## src/rtl/irq_pkg.sv

```systemverilog
package irq_pkg;

   // Requested change of the global enable flag for the next edge
   typedef enum logic [1:0] {
      IEN_HOLD = 2'd0,
      IEN_SET  = 2'd1,
      IEN_DROP = 2'd2
   } ien_op_e;

endpackage

```

## src/rtl/irq_pend_bank.sv

```systemverilog
module irq_pend_bank #(
   parameter int unsigned N_LVL = 8
) (
   input  logic             clk,
   input  logic             rst_n,
   input  logic [N_LVL-1:0] set_i,
   input  logic [N_LVL-1:0] clr_i,
   output logic [N_LVL-1:0] pend_o
);

   generate
      for (genvar g = 0; g < N_LVL; g++) begin : g_lvl
         always_ff @(posedge clk or negedge rst_n) begin
            if (!rst_n)          pend_o[g] <= 1'b0;
            else if (set_i[g])   pend_o[g] <= 1'b1;   // a new request beats a clear
            else if (clr_i[g])   pend_o[g] <= 1'b0;
         end

         p_latch_set_r2: assert property (@(posedge clk) disable iff (!rst_n)
            set_i[g] |=> pend_o[g]);
         p_no_loss_r4: assert property (@(posedge clk) disable iff (!rst_n)
            (pend_o[g] && !clr_i[g]) |=> pend_o[g]);
         p_ack_clears_r7: assert property (@(posedge clk) disable iff (!rst_n)
            (clr_i[g] && !set_i[g]) |=> !pend_o[g]);
      end
   endgenerate

endmodule

```

## src/rtl/irq_prio_sel.sv

```systemverilog
module irq_prio_sel #(
   parameter int unsigned N_LVL     = 8,
   parameter bit          HIGH_WINS = 1'b1,
   localparam int unsigned LW       = $clog2(N_LVL)
) (
   input  logic [N_LVL-1:0] elig_i,
   output logic             valid_o,
   output logic [LW-1:0]    idx_o
);

   assign valid_o = |elig_i;

   generate
      if (HIGH_WINS) begin : g_high
         always_comb begin
            idx_o = '0;
            for (int i = 0; i < N_LVL; i++)
               if (elig_i[i]) idx_o = LW'(i);
         end
      end else begin : g_low
         always_comb begin
            idx_o = '0;
            for (int i = N_LVL - 1; i >= 0; i--)
               if (elig_i[i]) idx_o = LW'(i);
         end
      end
   endgenerate

   always_comb begin
      if (valid_o) begin
         p_winner_eligible_r6: assert (elig_i[idx_o]);
      end
   end

endmodule

```

## src/rtl/irq_gate_ctl.sv

```systemverilog
module irq_gate_ctl
   import irq_pkg::*;
(
   input  logic clk,
   input  logic rst_n,
   input  logic take_i,
   input  logic set_i,
   input  logic ret_i,
   input  logic clr_i,
   output logic ien_o
);

   ien_op_e op;

   always_comb begin
      if (take_i || clr_i)     op = IEN_DROP;
      else if (set_i || ret_i) op = IEN_SET;
      else                     op = IEN_HOLD;
   end

   always_ff @(posedge clk or negedge rst_n) begin
      if (!rst_n) ien_o <= 1'b0;
      else begin
         case (op)
            IEN_SET:  ien_o <= 1'b1;
            IEN_DROP: ien_o <= 1'b0;
            default:  ien_o <= ien_o;
         endcase
      end
   end

   p_ret_restores_r8: assert property (@(posedge clk) disable iff (!rst_n)
      (ret_i && !clr_i && !take_i) |=> ien_o);
   p_clr_priority_r8: assert property (@(posedge clk) disable iff (!rst_n)
      clr_i |=> !ien_o);

endmodule

```

## src/rtl/prio_irq_ctrl.sv

```systemverilog
module prio_irq_ctrl #(
   parameter int unsigned N_LVL      = 8,
   parameter int unsigned VEC_W      = 12,
   parameter int unsigned VEC_BASE   = 32'h040,
   parameter int unsigned VEC_STRIDE = 8,
   parameter bit          HIGH_WINS  = 1'b1,
   localparam int unsigned LW        = $clog2(N_LVL)
) (
   input  logic             clk,
   input  logic             rst_n,
   input  logic [N_LVL-1:0] req_i,
   input  logic             swi_i,
   input  logic [LW-1:0]    swi_lvl_i,
   input  logic [N_LVL-1:0] mask_i,
   input  logic             ien_set_i,
   input  logic             ien_clr_i,
   input  logic             ack_i,
   input  logic             ret_i,
   output logic             irq_o,
   output logic [VEC_W-1:0] vec_o,
   output logic [LW-1:0]    lvl_o,
   output logic             ien_o
);

   generate
      if (N_LVL < 2 || (1 << LW) != N_LVL) begin : g_bad_lvl
         $error("prio_irq_ctrl: N_LVL must be a power of two, at least 2");
      end
      if (VEC_BASE + (N_LVL - 1) * VEC_STRIDE >= (64'd1 << VEC_W)) begin : g_bad_vec
         $error("prio_irq_ctrl: vector table does not fit VEC_W");
      end
   endgenerate

   logic [N_LVL-1:0] pend, elig, set_v, clr_v, swi_dec;
   logic             sel_valid, take;
   logic [LW-1:0]    sel_idx;

   always_comb begin
      swi_dec = '0;
      if (swi_i) swi_dec[swi_lvl_i] = 1'b1;
   end

   assign set_v = req_i | swi_dec;
   assign elig  = pend & ~mask_i;
   assign irq_o = ien_o & sel_valid;
   assign take  = ack_i & irq_o;

   always_comb begin
      clr_v = '0;
      if (take) clr_v[sel_idx] = 1'b1;
   end

   irq_pend_bank #(.N_LVL(N_LVL)) u_bank (
      .clk(clk), .rst_n(rst_n), .set_i(set_v), .clr_i(clr_v), .pend_o(pend)
   );

   irq_prio_sel #(.N_LVL(N_LVL), .HIGH_WINS(HIGH_WINS)) u_sel (
      .elig_i(elig), .valid_o(sel_valid), .idx_o(sel_idx)
   );

   irq_gate_ctl u_gate (
      .clk(clk), .rst_n(rst_n), .take_i(take), .set_i(ien_set_i),
      .ret_i(ret_i), .clr_i(ien_clr_i), .ien_o(ien_o)
   );

   assign lvl_o = sel_valid ? sel_idx : '0;
   assign vec_o = sel_valid ? VEC_W'(VEC_BASE + 32'(sel_idx) * VEC_STRIDE) : '0;

   p_ack_drops_ien_r8: assert property (@(posedge clk) disable iff (!rst_n)
      take |=> !ien_o);
   p_disabled_quiet_r9: assert property (@(posedge clk) disable iff (!rst_n)
      !ien_o |-> !irq_o);
   p_masked_never_wins_r5: assert property (@(posedge clk) disable iff (!rst_n)
      irq_o |-> !mask_i[lvl_o]);

endmodule

```

## config.mk

```make
export PLATFORM = sky130hd
export DESIGN_NAME = prio_irq_ctrl
export DESIGN_NICKNAME = d
export VERILOG_FILES = /design/src/rtl/irq_pkg.sv /design/src/rtl/irq_pend_bank.sv /design/src/rtl/irq_prio_sel.sv /design/src/rtl/irq_gate_ctl.sv /design/src/rtl/prio_irq_ctrl.sv
export SDC_FILE = /design/constraint.sdc
export NUM_CORES = 1
export LEC_CHECK = 0
export ABC_AREA = 0
export BUFFER_PORTS_ARGS = -buffer_cell sky130_fd_sc_hd__buf_2
export CAP_MARGIN = 20
export CORE_UTILIZATION = 40
export CTS_BUF_LIST = sky130_fd_sc_hd__clkbuf_4 sky130_fd_sc_hd__clkbuf_8
export CTS_CLUSTER_DIAMETER = 80
export CTS_CLUSTER_SIZE = 30
export DETAILED_ROUTE_END_ITERATION = 12
export PLACE_DENSITY = 0.82
export SYNTH_ARGS = -nofsm -noshare
export SYNTH_HDL_FRONTEND = slang
export SYNTH_SLANG_ARGS = --single-unit
```

## constraint.sdc

```tcl
create_clock -name clk -period 3.8 [get_ports clk]
set_clock_uncertainty 0.2 [all_clocks]
set_input_delay 0 -clock clk [delete_from_list [all_inputs] [get_ports clk]]
set_output_delay 0 -clock clk [all_outputs]
set_load 0.1 [all_outputs]
```

==> flow_summary.yaml, run 1 <==
timing:
  setup_viol: 0
  rsz0062_at_grt: "false"
  min_period_ns: 2.23
  slew_viol_final: 0
  setup_tns_ns: 0
  finalWorstSetupSlack_ns: 1.57
  max_freq_ghz: 0.447
  timing.final.crit_share: 0.588
  hold_violations: 0
critical_path:
  cpMostUsedCell: "dlygate4sd3_1"
  reg2reg_from: "u_bank.pend_o[7]"
  end_kind: "flop"
  path_cells: "nor2b_4, nor3_1, dlygate4sd3_1, a2bb2oi_1, dlygate4sd3_1"
  cp.arrival_ns: 2.18
  cp-startpoint: "u_bank.pend_o[7]"
  endpoint: "u_bank.pend_o[6]"
  slowest_delay_ns: 0.57
  critPathSlowestCell: "dlygate4sd3_1"
  r2r_cells: 5
  timing.rr.end: "u_bank.pend_o[6]"
  crit_path_start_kind: "flop"
  cp.required_ns: 3.75
  critPathMaxFanout: 4
  crit_type: "flop to flop"
  ff2ff_setup_slack_ns: 1.57
synthesis:
  netlist_area_sq_um: 743
  async_reset_ff_frac: 1.00
  synth-seq-cells: 9
  synthFlopType: "dfrtp_1"
  synth.area.top_cells: "dfrtp_1 30%, buf_4 12%, nor2b_1 5.9%, nor2b_4 5.6%, nand2b_1 4.2%"
  avgSynthCellArea_sq_um: 8.74
  synth_top_area_frac: 0.303
  syn_inst: 85
  yosysWarnings: 0
  synth.distinct_cells: 32
  synth_edf_count: 0
  yosysSeqAreaShare: 0.303
  yosys.area.top_type: "dfrtp_1"
placement:
  gp_congestion: 0.812
  portBuffers: 34
  dpl-instance-area_sq_um: 881
  dp_hpwl_um: 1470
  dp_slack_ns: 2.09
finish:
  syn_to_final_growth_pct: 49.5
  final_nets: 165
  n_antenna_cell: 0
  drive_above_1_share: 0.341
  filler_cell_count: 157
  design_area_sq_um: 1110
  utilization: 0.643
clocking:
  path_clk_slew_ns: 0.06
  cts_buffer_depth: 2
  cts_tree: "yes"
  postCtsSetupBuffers: 0
  cts_buffers: 3
  cts-resized-gates: 0
  cts.sinks: 9
  cts_hold_buffers: 20
  htreeDepth: 1
  clock-root-buffer: "clkbuf_4"
  insertion_delay_ns: 0.26
pwr:
  leakage_nw: 0.519
  irDropWorstVdd_uv: 217
  power_density_nw_per_um2: 303
run:
  cap_violations: 0
drt:
  via_per_inst: 5.02
  first_pass_iters: 4
  routed_wl_um: 2010
  ant_nets: 0
  drt-initial-drc-count: 13
  post-route-drc-count: 0
  vias: 819
  wl_per_cell_um: 12.3
global_routing:
  grt_antenna_before_repair: 0
  grt_first_pass_wirelength_um: 3100
  grt_overflow: 0
  grt_usage: 0.213
  grt_pass1_vias: 799
  grt_max_degree: 10
status:
  outcome: "finished clean"
die:
  num_rows: 15
  dieArea_sq_um: 2030
  num_io_pins: 43
  core_area_sq_um: 1730
  initial_core_util: 0.430
  die_w_um: 45.1
  die_y_um: 45.1
min_path:
  hold_path_class: "input pin to flop"
==> layout make-up <==
type / count / area, sq um / share of cell area
clock buffer: 4 / 30.0 / 0.0270
tap: 25 / 31.3 / 0.0282
sequential: 9 / 225 / 0.203
inverter: 6 / 22.5 / 0.0203
timing repair buffer: 54 / 370 / 0.333
multi-input combinational: 65 / 432 / 0.389
==> registers in the layout, indices dropped and copies added (netlist names) <==
register	count
u_gate.ien_o	1
u_bank.pend_o	8
==> per-layer routing <==
layer | vias to the layer above | GRT usage | routed length (um) | share of wire
met1 | 375 | 0.214 | 772 | 0.38
met5 | - | 0 | 0 | 0
met2 | 44 | 0.391 | 1030 | 0.51
met4 | 0 | 0.0909 | 38 | 0.019
met3 | 4 | 0.0760 | 173 | 0.086
li1 | 396 | - | - | -
==> cell usage after synthesis (3+ instances only) <==
library cell,number
a21oi_1,4
a31oi_1,3
buf_4,12
dfrtp_1,9
inv_1,4
nand2b_1,5
nor2_1,5
nor2b_1,7
nor2b_4,3
nor3_1,3
o211ai_1,3
==> placed cells by master (no fill, tap or decap), types with 2 or more instances in the layout <==
master / instances
a31oi_1: 3
nor2b_1: 7
dfrtp_1: 9
o21ai_1: 2
o31ai_1: 2
buf_2: 34
nand2_1: 2
inv_2: 2
a21oi_1: 4
a21o_1: 2
o211ai_1: 3
nor2b_4: 3
conb_1: 8
nand2b_1: 5
nor4_1: 2
dlygate4sd3_1: 20
clkbuf_4: 4
nor3_1: 3
inv_1: 4
nor2_1: 5
==> worst max-delay path, delay by kind of cell, from the launching register on <==
kind | cells | cell delay [ns]
AO/OA/AOI/OAI | 1 | 0.06
buffers and inverters | 2 | 1.13
flip-flops | 1 | 0.41
AND/OR/NAND/NOR | 2 | 0.31
==> metrics by stage <==
step	cells	hold WS (ns)	power, mW
after floorplan	92	-0.496	0.220
after global placement	139	-0.337	0.238
after detailed placement	139	-0.334	0.240
after CTS	163	0.0166	0.337
after global routing	163	0.0614	0.351
final	163	0.0362	0.337
==> worst min-delay path by stage <==
stage / from / endpoint / cells after the start
after floorplan: rst_n / u_bank.pend_o[0] / 0
after global placement: rst_n / u_bank.pend_o[6] / 1
after detailed placement: rst_n / u_bank.pend_o[6] / 1
after CTS: swi_lvl_i[1] / u_bank.pend_o[4] / 4
after global routing: swi_i / u_bank.pend_o[1] / 4
final: swi_i / u_bank.pend_o[1] / 4
==> cell families (layout without fill, tap and decap cells) <==
logic type | Yosys count | in the layout | share of synthesized area
AOI/OAI and AO/OA | 25 | 25 | 0.246
and+or+nand+nor | 32 | 32 | 0.295
other | 1 | 8 | 0.00505
buffers and inverters | 18 | 64 | 0.152
DFF | 9 | 9 | 0.303
==> power by group <==
group | internal, mW | leakage (nW) | switching [mW]
Sequential | 0.0978 | 0.0832 | 0.00179
Combinational | 0.0410 | 0.418 | 0.114
Clock | 0.0477 | 0.0184 | 0.0347
Note: power is estimated with default switching activity, not from simulation.
==> run 2, diff against run 1 <==
Clock period 3.8 ns to 2.15 ns, I/O delays scaled along.
==> run 2 against run 1 <==
  * Setup slack lost 1.5 ns
  * Non-clock buffer count is 1 higher
  * Via count up 1.6%
  * Final area is 2.8% higher
  * Critical path type is now input pin to flop
  * Largest power group unchanged
  * Critical endpoint is now u_bank.pend_o[5]
  * Sequential cell count is the same
==> flow_summary.yaml, run 2 (same netlist as run 1, synthesis figures left out) <==
finish:
  utilization: 0.662
  drive_above_1_share: 0.360
  filler_cell_count: 146
  largest_register: "u_bank.pend_o"
  fin_cells: 164
  mostFrequentLayoutCells: "34 x buf_2, 21 x dlygate4sd3_1, 8 x conb_1, 8 x dfrtp_1, 6 x nor2b_1"
  design_area_sq_um: 1140
  top_regs: "u_bank.pend_o (8), u_gate.ien_o (1)"
  multi_input_area_sq_um: 452
  largest_reg_flops: 8
  syn_to_final_growth_pct: 53.7
  ff_latch_area_sq_um: 226
  n_antenna_cell: 0
  final_common_cell: "buf_2"
  final_nets: 166
critical_path:
  crit_path_start_kind: "input pin"
  path_cells: "dlygate4sd3_1, buf_2, nor2b_1, a31oi_1, dlygate4sd3_1, nand2_1, dlygate4sd3_1"
  critPathSlowestCell: "dlygate4sd3_1"
  r2r_cells: 4
  slowest_delay_ns: 0.57
  cpMostUsedCell: "dlygate4sd3_1"
  critPathMaxFanout: 5
  cp.arrival_ns: 2.09
  reg2reg_from: "u_bank.pend_o[6]"
  end_kind: "flop"
  crit_type: "input pin to flop"
  timing.rr.end: "u_bank.pend_o[5]"
  cp.required_ns: 2.11
  ff2ff_setup_slack_ns: 0.20
drt:
  drt-initial-drc-count: 19
  ant_nets: 0
  vias: 832
  via_per_inst: 5.07
  wl_per_cell_um: 12.7
  post-route-drc-count: 0
  routed_wl_um: 2080
  first_pass_iters: 4
pwr:
  p_clk_frac: 0.250
  power_density_nw_per_um2: 532
  total_power_uw: 608
  switching_share: 0.452
  p_switching_uw: 275
  pwr-share-seq: 0.290
  irDropWorstVdd_uv: 298
  combPwrFrac: 0.460
  intPower_uw: 333
  leakage_nw: 0.529
clocking:
  insertion_delay_ns: 0.27
  cts_buffer_depth: 2
  path_clk_slew_ns: 0.06
  cts.sinks: 9
  cts_tree: "yes"
  htreeDepth: 1
  clock-root-buffer: "clkbuf_4"
  postCtsSetupBuffers: 0
  cts_buffers: 3
placement:
  portBuffers: 34
  dp_slack_ns: 0.402
  dp_hpwl_um: 1470
  dpl-instance-area_sq_um: 900
  placed_cells: 139
  gp_congestion: 0.749
timing:
  hold_slack_ns: 0.00628
  setup_tns_ns: 0
  max_freq_ghz: 0.469
  setup_viol: 0
  timing.final.crit_share: 0.991
  finalWorstSetupSlack_ns: 0.0183
  hold_violations: 0
  min_period_ns: 2.13
  slew_viol_final: 0
  rsz0062_at_grt: "false"
die:
  initial_core_util: 0.430
  die_y_um: 45.1
  num_rows: 15
  die_w_um: 45.1
  dieArea_sq_um: 2030
  num_io_pins: 43
  core_area_sq_um: 1730
global_routing:
  grt_overflow: 0
  grt_usage: 0.224
  grt_pass1_vias: 764
  grt_first_pass_wirelength_um: 3090
  grt_antenna_before_repair: 0
  grt_max_degree: 10
min_path:
  whs_endpoint: "u_bank.pend_o[1]"
  hold_path.startpoint: "swi_i"
  holdPathStages: 4
  hold_path_class: "input pin to flop"
status:
  outcome: "finished clean"
run:
  cap_violations: 0
run 2: cell count changes in the layout (fill, tap and decap cells not counted):
cell | before | now
dfrtp_1 | 9 | 8
dfrtp_2 | 0 | 1
dlygate4sd3_1 | 20 | 21
nor2b_1 | 7 | 6
nor2b_2 | 0 | 1
o311ai_1 | 1 | 0
o311ai_4 | 0 | 1
run 2: area by class of cell:
class,instances,share of cell area
clock buffer,4,0.0263
inverter,6,0.0197
multi-input combinational,65,0.395
sequential,9,0.198
tap,25,0.0274
timing repair buffer,55,0.333
run 2: worst max-delay path: cells and delay by family:
family	cells	cell delay, ns
simple gates	2	0.12
buf+inv	4	1.80
compound gates	1	0.17
run 2: power by group through the flow:
stage | clock (mW) | combinational, mW | sequential, mW
after global routing | 0.165 | 0.292 | 0.177
after CTS | 0.154 | 0.277 | 0.176
after global placement | 0 | 0.247 | 0.179
after detailed placement | 0 | 0.249 | 0.179
after floorplan | 0 | 0.203 | 0.190
final | 0.152 | 0.280 | 0.176
run 2: worst max path at each step:
stage | cells after the start | slack (ns) | startpoint | end
6_report | 7 | 0.02 | swi_lvl_i[1] | u_bank.pend_o[5]
5_1_grt | 7 | 0.008 | swi_lvl_i[1] | u_bank.pend_o[5]
4_1_cts | 7 | 0.09 | swi_lvl_i[1] | u_bank.pend_o[5]
3_5_place_dp | 5 | 0.40 | u_bank.pend_o[3] | irq_o
3_3_place_gp | 5 | 0.44 | u_bank.pend_o[3] | irq_o
2_1_floorplan | 4 | 0.02 | u_bank.pend_o[3] | vec_o[4]
run 2: timing repair:
action	CTS	global route
hold buffers	21	0
gates resized for setup	0	1
setup endpoints to repair	0	1
hold endpoints to repair	18	0
run 2: routing by layer:
metal / GRT usage / part of all wire / up-vias
li1: - / - / 396
met1: 0.209 / 0.39 / 381
met2: 0.432 / 0.51 / 48
met3: 0.0600 / 0.065 / 7
met4: 0.121 / 0.025 / 0
met5: 0 / 0 / -
